<file path="config.mk">
export PLATFORM = sky130hd
export DESIGN_NAME = pkg_lp_seq
export DESIGN_NICKNAME = d
export VERILOG_FILES = /design/src/rtl/lp_seq_pkg.sv /design/src/rtl/lp_sync.sv /design/src/rtl/lp_fsm.sv /design/src/rtl/lp_out.sv /design/src/rtl/pkg_lp_seq.sv
export SDC_FILE = /design/constraint.sdc
export NUM_CORES = 1
export LEC_CHECK = 0
export BUFFER_PORTS_ARGS = -buffer_cell sky130_fd_sc_hd__buf_2
export CELL_PAD_IN_SITES_DETAIL_PLACEMENT = 1
export CELL_PAD_IN_SITES_GLOBAL_PLACEMENT = 1
export CORE_AREA = 3 3 40 42
export CTS_CLUSTER_DIAMETER = 100
export CTS_CLUSTER_SIZE = 20
export DETAILED_ROUTE_END_ITERATION = 10
export DIE_AREA = 0 0 43 45
export PLACE_DENSITY_LB_ADDON = 0.1
export SETUP_SLACK_MARGIN = 0.4
export SYNTH_ARGS = -nofsm -noshare
export SYNTH_HDL_FRONTEND = slang
export SYNTH_SLANG_ARGS = --single-unit
</file>
<file path="constraint.sdc">
create_clock -name clk_i -period 3.3 [get_ports clk_i]
set_clock_uncertainty 0.2 [all_clocks]
set_input_delay 0.495 -clock clk_i [delete_from_list [all_inputs] [get_ports clk_i]]
set_output_delay 0.495 -clock clk_i [all_outputs]
set_load 0.01 [all_outputs]
</file>
<file path="src/rtl/lp_seq_pkg.sv">
package lp_seq_pkg;
  localparam int unsigned STATE_W = 3;
  typedef enum logic [STATE_W-1:0] {
    LP_RUN       = 3'd0,
    LP_GRANT     = 3'd1,
    LP_GRANT_SNP = 3'd2,
    LP_SLEEP     = 3'd3,
    LP_DEEP      = 3'd4,
    LP_DEEPER    = 3'd5
  } lp_state_e;
endpackage

</file>
<file path="src/rtl/lp_sync.sv">
module lp_sync #(
  parameter int unsigned WIDTH   = 4,
  parameter int unsigned STAGES  = 2,
  parameter logic [WIDTH-1:0] RST_VAL = '1
) (
  input  logic             clk_i,
  input  logic             rst_ni,
  input  logic [WIDTH-1:0] d_i,
  output logic [WIDTH-1:0] q_o
);
  logic [WIDTH-1:0] stage_q [STAGES];

  for (genvar s = 0; s < STAGES; s++) begin : g_stage
    logic [WIDTH-1:0] src;
    if (s == 0) begin : g_first
      assign src = d_i;
    end else begin : g_next
      assign src = stage_q[s-1];
    end
    always_ff @(posedge clk_i or negedge rst_ni) begin
      if (!rst_ni) stage_q[s] <= RST_VAL;
      else         stage_q[s] <= src;
    end
  end

  assign q_o = stage_q[STAGES-1];
endmodule

</file>
<file path="src/rtl/lp_fsm.sv">
module lp_fsm
  import lp_seq_pkg::*;
(
  input  logic      clk_i,
  input  logic      rst_ni,
  input  logic      stop_i,
  input  logic      sleep_i,
  input  logic      deep_i,
  input  logic      deeper_i,
  input  logic      snoop_req_i,
  input  logic      snoop_done_i,
  input  logic      mem_ready_i,
  output lp_state_e state_o,
  output logic      enter_grant_o
);
  lp_state_e state_q, state_d;

  always_comb begin
    state_d = state_q;
    unique case (state_q)
      LP_RUN:       if (stop_i) state_d = LP_GRANT;
      LP_GRANT: begin
        if (snoop_req_i)        state_d = LP_GRANT_SNP;
        else if (!stop_i)       state_d = mem_ready_i ? LP_RUN : LP_GRANT;
        else if (sleep_i)       state_d = LP_SLEEP;
      end
      LP_GRANT_SNP: if (snoop_done_i) state_d = LP_GRANT;
      LP_SLEEP: begin
        if (!sleep_i)           state_d = LP_GRANT;
        else if (deep_i)        state_d = LP_DEEP;
      end
      LP_DEEP: begin
        if (!deep_i)            state_d = LP_SLEEP;
        else if (deeper_i)      state_d = LP_DEEPER;
      end
      LP_DEEPER:    if (!deeper_i) state_d = LP_DEEP;
      default:      state_d = LP_RUN;
    endcase
  end

  always_ff @(posedge clk_i or negedge rst_ni) begin
    if (!rst_ni) state_q <= LP_RUN;
    else         state_q <= state_d;
  end

  assign state_o       = state_q;
  assign enter_grant_o = (state_q == LP_RUN) && (state_d == LP_GRANT);

  function automatic logic adj(lp_state_e a, lp_state_e b);
    unique case (a)
      LP_RUN:       adj = b inside {LP_RUN, LP_GRANT};
      LP_GRANT:     adj = b inside {LP_GRANT, LP_RUN, LP_GRANT_SNP, LP_SLEEP};
      LP_GRANT_SNP: adj = b inside {LP_GRANT_SNP, LP_GRANT};
      LP_SLEEP:     adj = b inside {LP_SLEEP, LP_GRANT, LP_DEEP};
      LP_DEEP:      adj = b inside {LP_DEEP, LP_SLEEP, LP_DEEPER};
      LP_DEEPER:    adj = b inside {LP_DEEPER, LP_DEEP};
      default:      adj = 1'b0;
    endcase
  endfunction

  p_adjacent_r6: assert property (@(posedge clk_i) disable iff (!rst_ni)
    adj($past(state_q), state_q));

  p_snoop_entry_r4: assert property (@(posedge clk_i) disable iff (!rst_ni)
    (state_q == LP_GRANT_SNP && $past(state_q) != LP_GRANT_SNP)
      |-> $past(state_q) == LP_GRANT && $past(snoop_req_i));

  p_exit_ready_r9: assert property (@(posedge clk_i) disable iff (!rst_ni)
    (state_q == LP_RUN && $past(state_q) == LP_GRANT) |-> $past(mem_ready_i));

  p_deeper_hold_r7: assert property (@(posedge clk_i) disable iff (!rst_ni)
    ($past(state_q) == LP_DEEPER && $past(deeper_i)) |-> state_q == LP_DEEPER);
endmodule

</file>
<file path="src/rtl/lp_out.sv">
module lp_out
  import lp_seq_pkg::*;
(
  input  logic      clk_i,
  input  logic      rst_ni,
  input  lp_state_e state_i,
  input  logic      stop_i,
  input  logic      snoop_req_i,
  input  logic      enter_grant_i,
  output logic      snoop_ok_o,
  output logic      mem_wake_o,
  output logic      snoop_wake_o,
  output logic      grant_ack_o
);
  logic ack_q;

  always_ff @(posedge clk_i or negedge rst_ni) begin
    if (!rst_ni) ack_q <= 1'b0;
    else         ack_q <= enter_grant_i;
  end

  assign snoop_ok_o   = (state_i != LP_DEEPER);
  assign snoop_wake_o = (state_i == LP_DEEPER) && snoop_req_i;
  assign mem_wake_o   = (state_i == LP_GRANT) && !stop_i;
  assign grant_ack_o  = ack_q;

  p_ack_pulse_r3: assert property (@(posedge clk_i) disable iff (!rst_ni)
    grant_ack_o |=> !grant_ack_o);

  p_ack_single_r8: assert property (@(posedge clk_i) disable iff (!rst_ni)
    grant_ack_o |-> (state_i == LP_GRANT && $past(state_i) == LP_RUN));
endmodule

</file>
<file path="src/rtl/pkg_lp_seq.sv">
module pkg_lp_seq
  import lp_seq_pkg::*;
#(
  parameter int unsigned SYNC_STAGES = 2
) (
  input  logic               clk_i,
  input  logic               rst_ni,
  input  logic               stop_clk_ni,
  input  logic               sleep_ni,
  input  logic               deep_sleep_ni,
  input  logic               deeper_sleep_ni,
  input  logic               snoop_req_i,
  input  logic               snoop_done_i,
  input  logic               mem_ready_i,
  output logic [STATE_W-1:0] state_o,
  output logic               snoop_ok_o,
  output logic               mem_wake_o,
  output logic               snoop_wake_o,
  output logic               grant_ack_o
);
  localparam int unsigned NUM_LINES = 4;

  logic [NUM_LINES-1:0] raw_n, sync_n, req;
  lp_state_e state;
  logic      enter_grant;

  assign raw_n = {deeper_sleep_ni, deep_sleep_ni, sleep_ni, stop_clk_ni};

  lp_sync #(.WIDTH(NUM_LINES), .STAGES(SYNC_STAGES), .RST_VAL('1)) u_sync (
    .clk_i  (clk_i),
    .rst_ni (rst_ni),
    .d_i    (raw_n),
    .q_o    (sync_n)
  );

  assign req = ~sync_n;

  lp_fsm u_fsm (
    .clk_i         (clk_i),
    .rst_ni        (rst_ni),
    .stop_i        (req[0]),
    .sleep_i       (req[1]),
    .deep_i        (req[2]),
    .deeper_i      (req[3]),
    .snoop_req_i   (snoop_req_i),
    .snoop_done_i  (snoop_done_i),
    .mem_ready_i   (mem_ready_i),
    .state_o       (state),
    .enter_grant_o (enter_grant)
  );

  lp_out u_out (
    .clk_i         (clk_i),
    .rst_ni        (rst_ni),
    .state_i       (state),
    .stop_i        (req[0]),
    .snoop_req_i   (snoop_req_i),
    .enter_grant_i (enter_grant),
    .snoop_ok_o    (snoop_ok_o),
    .mem_wake_o    (mem_wake_o),
    .snoop_wake_o  (snoop_wake_o),
    .grant_ack_o   (grant_ack_o)
  );

  assign state_o = state;
endmodule

</file>
==> impl_metrics.ini, run 1 <==
[status]
status = finished clean

[yosys]
ys_types = 22
synth_area_per_cell_um2 = 13.3
synth_top_area_share_pct = 43.9
synthesis.nets = 45
yosysTopAreaCell = dfstp_2
synthFlopType = dfstp_2
yosys_warnings = 0
async_flop_share_pct = 100
synth_compound_area_share_pct = 12.5
ys_ff_latch = 12
synth.most_common_cell = dfstp_2
syn_area_um2 = 479
synth_area_leaders = dfstp_2 (44%), dfrtp_1 (21%), nor3b_2 (5.2%)
post_synth_xor_area_fraction_pct = 0
synth-edff-count = 0
synthMuxAreaShare_pct = 0
yosys.area_share.simple_pct = 21.9
synth_top_family_by_area = simple AND/OR/NAND/NOR gates
ys_seq_area_share_pct = 64.8
synthCells = 36
yosys-top-cells-count = dfstp_2 (8), dfrtp_1 (4)
synth-adder-area-share_pct = 0

[timing]
rsz0062_at_grt = no
worst_pin_slew_ns = 0.287
finalSetupViolations = 0
final_hold_viol_count = 0
maxSlewViolCount = 0
timing.final.crit_share_pct = 61.5
tns_ns = 0
relSlewSlack_pct = 80.5
max_clock_freq_mhz = 492
period_needed_ns = 2.03
timing.hold.ws_ns = 0.120

[clocking]
post_cts_buffers = 0
ctsHtreeMaxLevel = 1
cts_buffer_depth = 2
cts_root_buffer = clkbuf_4
path_clk_slew_ns = 0.08
cts_tree = built
clk_latency_ns = 0.27
cts-buffers-inserted = 3
cts_sinks = 12

[setup_path]
crit_family = flip-flops
required_ns = 2.60
cp_slowest_cell = dfrtp_1
path_cells = and2b_1 -> and3_2 -> buf_2
crit_arrival_ns = 1.34
cpPeakStageDelay_ns = 0.49
worstSetupPathType = reg2out
path_buf_inv = 1
worstSetupStartpointType = register
endpoint_kind = output port
crit_path_max_fanout = 7

[floorplanning]
die_height_um = 45
pin_count = 16
rows = 13
dieArea_um2 = 1940
initial_core_util_pct = 37.3
dieWidth_um = 43
core_area_um2 = 1280

[grt]
grt_max_degree = 13
grt_pass1_vias = 357
grt.total_usage_pct = 11.5
antenna_found_initial = 0
grt_pass1_wl_um = 1560
gr-total-overflow = 0

[power]
power_leakage_nw = 0.279
vdd.ir_drop.worst_uv = 361
powerDensity_nw_per_um2 = 701

[drt]
detail-route-antenna-nets = 0
wirelength_um = 1020
post_drt_wl_per_cell_um = 14.4
vias = 350
vias_per_cell = 4.93
firstDrtPassIters = 2
drc = 0
detailedRoute.firstIterationViolations = 1

[layout]
drive_gt1_share_pct = 57.1
area_growth_pct = 27.2
n_fill_cell = 148
nets = 66
antennaDiodeCount = 0
final_area_um2 = 609

[placement]
numPortBuffers = 15
place_congestion = 0.699
hpwl_um = 804
placed_cell_area_um2 = 573

[min_path]
min-delay-path-class = in2reg

[run]
maxCapViolations = 0
==> cell usage in the layout (no fill, tap or decap) <==
master | synthesis | final
nand2_1 | 2 | 2
nor2_1 | 1 | 1
o21ai_1 | 1 | 1
dfrtp_1 | 4 | 4
nor2_2 | 1 | 1
o21ai_0 | 1 | 1
clkbuf_4 | 0 | 3
nor3b_2 | 2 | 2
clkbuf_1 | 0 | 1
o21bai_1 | 1 | 1
and2b_2 | 1 | 1
a22oi_1 | 1 | 1
buf_2 | 0 | 15
and2_1 | 1 | 1
a21oi_1 | 2 | 2
and2b_1 | 1 | 1
o32a_1 | 1 | 1
inv_1 | 1 | 1
nor4_1 | 1 | 1
nand2b_4 | 1 | 1
dfstp_2 | 8 | 8
nand2b_1 | 2 | 2
and3_2 | 1 | 1
o311ai_1 | 1 | 1
dlygate4sd3_1 | 0 | 1
a31oi_1 | 1 | 1
==> final cells by class <==
cell class	instances	area [um2]	share of cell area, %
flip-flops and latches	12	310	50.9
multi-input cells	23	165	27.1
repair buffers	16	85.1	14.0
clock buffers	4	26.3	4.31
well taps	15	18.8	3.08
inverters	1	3.75	0.616
==> power by group <==
part           internal [W]  leakage [nW]  switching (W)   total, W
combinational     0.0000675         0.129      0.0000570   0.000125
clock             0.0000467        0.0150      0.0000446  0.0000913
sequential         0.000174         0.136      0.0000374   0.000211
total              0.000288         0.279       0.000139   0.000427
==> repair_timing <==
item / 4_1_cts / 5_1_grt
hold buffers: 1 / 0
endpoints found under the hold margin: 4 / 0
resized for setup: 0 / 0
==> metrics by stage <==
step                      power, W  cells  setup WS [ns]  util (%)
after detailed placement  0.000341     66           1.53      44.6
after CTS                 0.000435     71           1.24      47.4
after global placement    0.000334     66           1.58      44.6
after global routing      0.000458     71           1.15      47.4
after floorplan           0.000286     36           1.66         -
final                     0.000427     71           1.27      47.4
==> per-layer routing <==
layer / global-route usage, % / share of wire, % / vias to the layer above
met2: 21.3 / 56 / 10
met5: 0 / 0 / -
met1: 11.5 / 37 / 169
met4: 5.42 / 0.49 / 0
li1: - / - / 169
met3: 3.98 / 6.2 / 2
==> worst paths after layout <==
check | startpoint | end | slack, ns | cells past startpoint
worst max-delay path | u_fsm.state_o[1]$_DFF_PN0_ | snoop_wake_o | 1.27 | 3
worst min-delay path | deeper_sleep_ni | u_sync.g_stage[1].src[3]$_DFF_PN1_ | 0.12 | 1
worst max register to register | u_fsm.state_o[0]$_DFF_PN0_ | u_fsm.state_o[0]$_DFF_PN0_ | 1.85 | 3
worst min register to register | u_sync.g_stage[1].src[1]$_DFF_PN1_ | u_sync.q_o[1]$_DFF_PN1_ | 0.16 | 0
max in group asynchronous | rst_ni | u_sync.q_o[1]$_DFF_PN1_ | 2.21 | 2
min in group asynchronous | rst_ni | u_out.grant_ack_o$_DFF_PN0_ | 0.42 | 2
==> flip-flops by register name (all words and copies together) (netlist names) <==
name                count
u_fsm.state_o           3
u_out.grant_ack_o       1
u_sync.g_stage.src      4
u_sync.q_o              4
==> cells by family (layout without fill, tap and decap cells) <==
group,after synthesis,count (layout)
buf+inv,1,21
simple gates,14,14
flops,12,12
compound gates,9,9
(Power assumes the default switching activity.)
==> inputs of run 2 (changes only) <==
CORE_AREA = default   (was 3 3 40 42)
CORE_MARGIN = 3   (was default)
CORE_UTILIZATION = 32   (was default)
DIE_AREA = default   (was 0 0 43 45)
clock period = 1.7 ns   (was 3.3 ns; I/O delays follow)
==> run 2 against run 1 <==
Combinational power grew to 4.5 times the previous value. Largest power group is now combinational logic. Register-to-register slack got worse by 1.7 ns. Wire length grew 22%. Sequential share of layout area shrank 12 points.
==> impl_metrics.ini, run 2 (synthesized netlist as in run 1, its figures left out) <==
[status]
status = finished clean

[floorplanning]
dieWidth_um = 44.7
rows = 13
dieArea_um2 = 2000
core_area_um2 = 1350
pin_count = 16
die_height_um = 44.7
initial_core_util_pct = 35.5

[grt]
grt_pass1_vias = 475
use_met1_pct = 14.4
antenna_found_initial = 0
use_met3_pct = 3.98
grt.total_usage_pct = 14.7
globalRoute.busiestLayer = met2
grt_pass1_wl_um = 2040
grtUsageMet2_pct = 27.8
gr-total-overflow = 0
grt_max_degree = 13

[layout]
layout_commonest_cell = buf_2
antennaDiodeCount = 0
final_area_um2 = 812
drive_gt1_share_pct = 69.6
utilization_pct = 60.1
nets = 79
area_growth_pct = 69.5
layout_common_cells = buf_2 (10), buf_6 (9), dfstp_2 (8)

[setup_path]
r2r_end = u_fsm.state_o[0]$_DFF_PN0_
startpoint = u_fsm.state_o[1]$_DFF_PN0_
required_ns = 1.24
r2r-start = u_fsm.state_o[2]$_DFF_PN0_
endpoint_kind = output port
critPathCapture = snoop_wake_o
crit_path_max_fanout = 4
crit_arrival_ns = 1.24
worstSetupStartpointType = register
ff2ff_setup_slack_ns = 0.11
ff2ff_path_depth = 5
worstSetupPathType = reg2out

[power]
powerDensity_nw_per_um2 = 1450
power_leakage_nw = 0.359
vdd.ir_drop.worst_uv = 667

[timing]
timing.final.crit_share_pct = 99.5
finalSetupViolations = 0
worst_pin_slew_ns = 0.256
final_hold_viol_count = 0
maxSlewViolCount = 0
timing.hold.ws_ns = 0.145
period_needed_ns = 1.69
relSlewSlack_pct = 83.0
max_clock_freq_mhz = 591
rsz0062_at_grt = yes

[drt]
vias = 414
detailedRoute.firstIterationViolations = 5
vias_per_cell = 4.93
detail-route-antenna-nets = 0
firstDrtPassIters = 4
drc = 0
post_drt_wl_per_cell_um = 14.8
wirelength_um = 1250

[clocking]
cts_buffer_depth = 2
cts_root_buffer = clkbuf_4
cts_sinks = 12
clk_latency_ns = 0.27
cts-buffers-inserted = 3
cts_tree = built
ctsHtreeMaxLevel = 1
path_clk_slew_ns = 0.08

[run]
maxCapViolations = 0

[placement]
placed_cell_area_um2 = 583
numPortBuffers = 15
hpwl_um = 774
place_congestion = 0.792

[min_path]
min-delay-path-class = in2reg
run 2: final cells by class:
class,count,area (um2)
fillers,132,538
flip-flops and latches,12,314
repair buffers,29,239
multi-input cells,23,200
clock buffers,4,36.3
well taps,15,18.8
inverters,1,3.75
run 2: worst min-delay path by stage:
stage,from,end,cells after the start
floorplan,rst_ni,u_fsm.state_o[0]$_DFF_PN0_,0
global placement,rst_ni,u_out.grant_ack_o$_DFF_PN0_,1
detailed placement,rst_ni,u_out.grant_ack_o$_DFF_PN0_,1
CTS,mem_ready_i,u_fsm.state_o[0]$_DFF_PN0_,4
global route,mem_ready_i,u_fsm.state_o[0]$_DFF_PN0_,4
finish,mem_ready_i,u_fsm.state_o[0]$_DFF_PN0_,4
run 2: timing repair:
item | CTS | global route
buffers inserted | 7 | 2
endpoints found under the setup margin | 7 | 10
resized for setup | 9 | 5
endpoints found under the hold margin | 16 | 0
pin swaps | 2 | 3
hold buffers | 5 | 0
run 2: stage by stage:
step	power (W)	setup TNS, ns	setup WS [ns]	instances
after CTS	0.00111	-0.00135	-0.00135	82
final	0.00118	0	0.00789	84
after global placement	0.000658	0	0.279	66
after floorplan	0.000570	0	0.369	36
after detailed placement	0.000675	0	0.240	66
after global routing	0.00124	-0.0566	-0.0566	84
run 2: critical path: stages (launching register included):
cell     delay [ns]
dfrtp_2        0.44
and2b_1        0.24
and3_4         0.18
buf_6          0.09
run 2: where the power goes:
| group | switching [W] | total [W] | internal [W] |
|---|---|---|---|
| combinational | 0.000225 | 0.000563 | 0.000339 |
| sequential | 0.0000409 | 0.000384 | 0.000344 |
| clock | 0.000102 | 0.000232 | 0.000130 |
run 2: layer usage:
| layer | wire length, um | vias up |
|---|---|---|
| met3 | 58 | 2 |
| li1 | - | 194 |
| met1 | 454 | 204 |
| met4 | 17 | 0 |
| met5 | 0 | - |
| met2 | 716 | 14 |
==> inputs of run 3 (changes only) <==
PLACE_DENSITY_LB_ADDON = 0.15   (was 0.1)
==> run 3 against run 2 <==
Setup slack improved by 0.0039 ns. Core utilization increased by 1.7 points. Combinational power increased by 6.2%. Final cell count unchanged. Non-clock buffer count unchanged. Via count increased by 2.4%. Sequential power about the same. Power increased by 1.9%. Critical path depth unchanged. Register-to-register slack improved by 0.02 ns. Sequential share of layout area decreased by 1.0 points. Maximum frequency increased by 0.23%. Critical endpoint is now mem_wake_o. Largest cell class unchanged.
==> impl_metrics.ini, run 3 (synthesized netlist as in run 1, its figures left out) <==
[status]
status = finished clean

[drt]
vias_per_cell = 5.05
detail-route-antenna-nets = 0
detailedRoute.firstIterationViolations = 3
wirelength_um = 1410
firstDrtPassIters = 3
drc = 0
post_drt_wl_per_cell_um = 16.7
vias = 424

[setup_path]
required_ns = 1.24
worstSetupPathType = reg2out
ff2ff_path_depth = 5
worstSetupStartpointType = register
ff2ff_setup_slack_ns = 0.13
crit_path_max_fanout = 3
crit_arrival_ns = 1.23
r2r-start = u_fsm.state_o[2]$_DFF_PN0_
r2r_end = u_fsm.state_o[0]$_DFF_PN0_
endpoint_kind = output port

[timing]
finalSetupViolations = 0
timing.hold.ws_ns = 0.145
rsz0062_at_grt = yes
relSlewSlack_pct = 82.2
worst_pin_slew_ns = 0.266
final_hold_viol_count = 0
maxSlewViolCount = 0
period_needed_ns = 1.69
max_clock_freq_mhz = 592
timing.final.crit_share_pct = 99.3

[grt]
grtUsageMet2_pct = 26.6
grt.total_usage_pct = 15.1
grt_pass1_wl_um = 2040
antenna_found_initial = 0
grt_pass1_vias = 443
gr-total-overflow = 0
grt_max_degree = 13
use_met1_pct = 16.0
globalRoute.busiestLayer = met2
use_met3_pct = 3.98

[clocking]
cts_root_buffer = clkbuf_4
cts_buffer_depth = 2
clk_latency_ns = 0.27
cts_tree = built
cts_sinks = 12
ctsHtreeMaxLevel = 1
cts-buffers-inserted = 3
path_clk_slew_ns = 0.08

[layout]
nets = 79
antennaDiodeCount = 0
layout_commonest_cell = buf_2
layout_common_cells = buf_2 (11), dfstp_2 (8), buf_6 (7)
n_fill_cell = 138
drive_gt1_share_pct = 75.4
final_cell_count_no_fill = 84
multi_input_area_um2 = 220
seq_area_um2 = 314
utilization_pct = 61.8
area_growth_pct = 74.2

[floorplanning]
dieArea_um2 = 2000
rows = 13
pin_count = 16
dieWidth_um = 44.7
initial_core_util_pct = 35.5
core_area_um2 = 1350
die_height_um = 44.7

[power]
p_int_w = 0.000824
switching_power_w = 0.000378
power.share.clock_pct = 18.2
seqPwrFrac_pct = 32.0
combPwrFrac_pct = 49.8
swShare_pct = 31.5
power_leakage_nw = 0.375
vdd.ir_drop.worst_uv = 791
powerDensity_nw_per_um2 = 1440

[min_path]
min-delay-path-class = in2reg
holdPathEnd = u_fsm.state_o[0]$_DFF_PN0_
hp-start = mem_ready_i
holdPathStages = 4

[placement]
hpwl_um = 782
dp.cells = 66
numPortBuffers = 15
place_congestion = 0.800

[run]
maxCapViolations = 0
## run 3: critical path, cell delays in order, from the launching register on
cell,delay [ns]
dfrtp_2,0.44
nor3b_2,0.25
and2_4,0.18
buf_6,0.09
## run 3: routing by layer
metal	vias to the layer above	share of wire [%]
met5	-	0
met4	0	0.71
met3	2	5.5
met2	13	55
met1	217	38
li1	192	-
## run 3: worst max path at each step
stage | to | start | slack (ns)
after floorplan | snoop_wake_o | u_fsm.state_o[1]$_DFF_PN0_ | 0.37
after global placement | mem_wake_o | u_fsm.state_o[2]$_DFF_PN0_ | 0.28
after detailed placement | snoop_wake_o | u_fsm.state_o[1]$_DFF_PN0_ | 0.24
after CTS | snoop_wake_o | u_fsm.state_o[1]$_DFF_PN0_ | 0.004
after global routing | mem_wake_o | u_fsm.state_o[2]$_DFF_PN0_ | -0.06
final | mem_wake_o | u_fsm.state_o[2]$_DFF_PN0_ | 0.01
## run 3: final cells by class
class / instances / share of cell area, %
clock buffer: 4 / 4.35
inverter: 1 / 0.450
multi-input combinational: 23 / 26.4
sequential: 12 / 37.6
tap: 15 / 2.25
timing repair buffer: 29 / 28.9
## run 3: what timing repair did
| item | in CTS | in global routing |
|---|---|---|
| pin swaps | 2 | 5 |
| hold endpoints to repair | 16 | 0 |
| setup endpoints to repair | 8 | 9 |
| gates resized for setup | 7 | 9 |
| buffers inserted | 6 | 3 |
| hold buffers | 5 | 0 |
## run 3: stage by stage
step                      power, W  cell area (um2)  setup TNS, ns  worst slack, ns
after floorplan           0.000570              489              0            0.369
after global placement    0.000657              583              0            0.280
after detailed placement  0.000673              583              0            0.242
after CTS                  0.00110              767              0          0.00448
after global routing       0.00127              835        -0.0968          -0.0596
final                      0.00120              835              0           0.0118
## run 3: power groups by stage
stage               clock, W  sequential [W]  combinational [W]
finish              0.000219        0.000385           0.000598
global route        0.000244        0.000392           0.000635
CTS                 0.000235        0.000377           0.000487
detailed placement         0        0.000424           0.000249
global placement           0        0.000415           0.000242
floorplan                  0        0.000424           0.000146
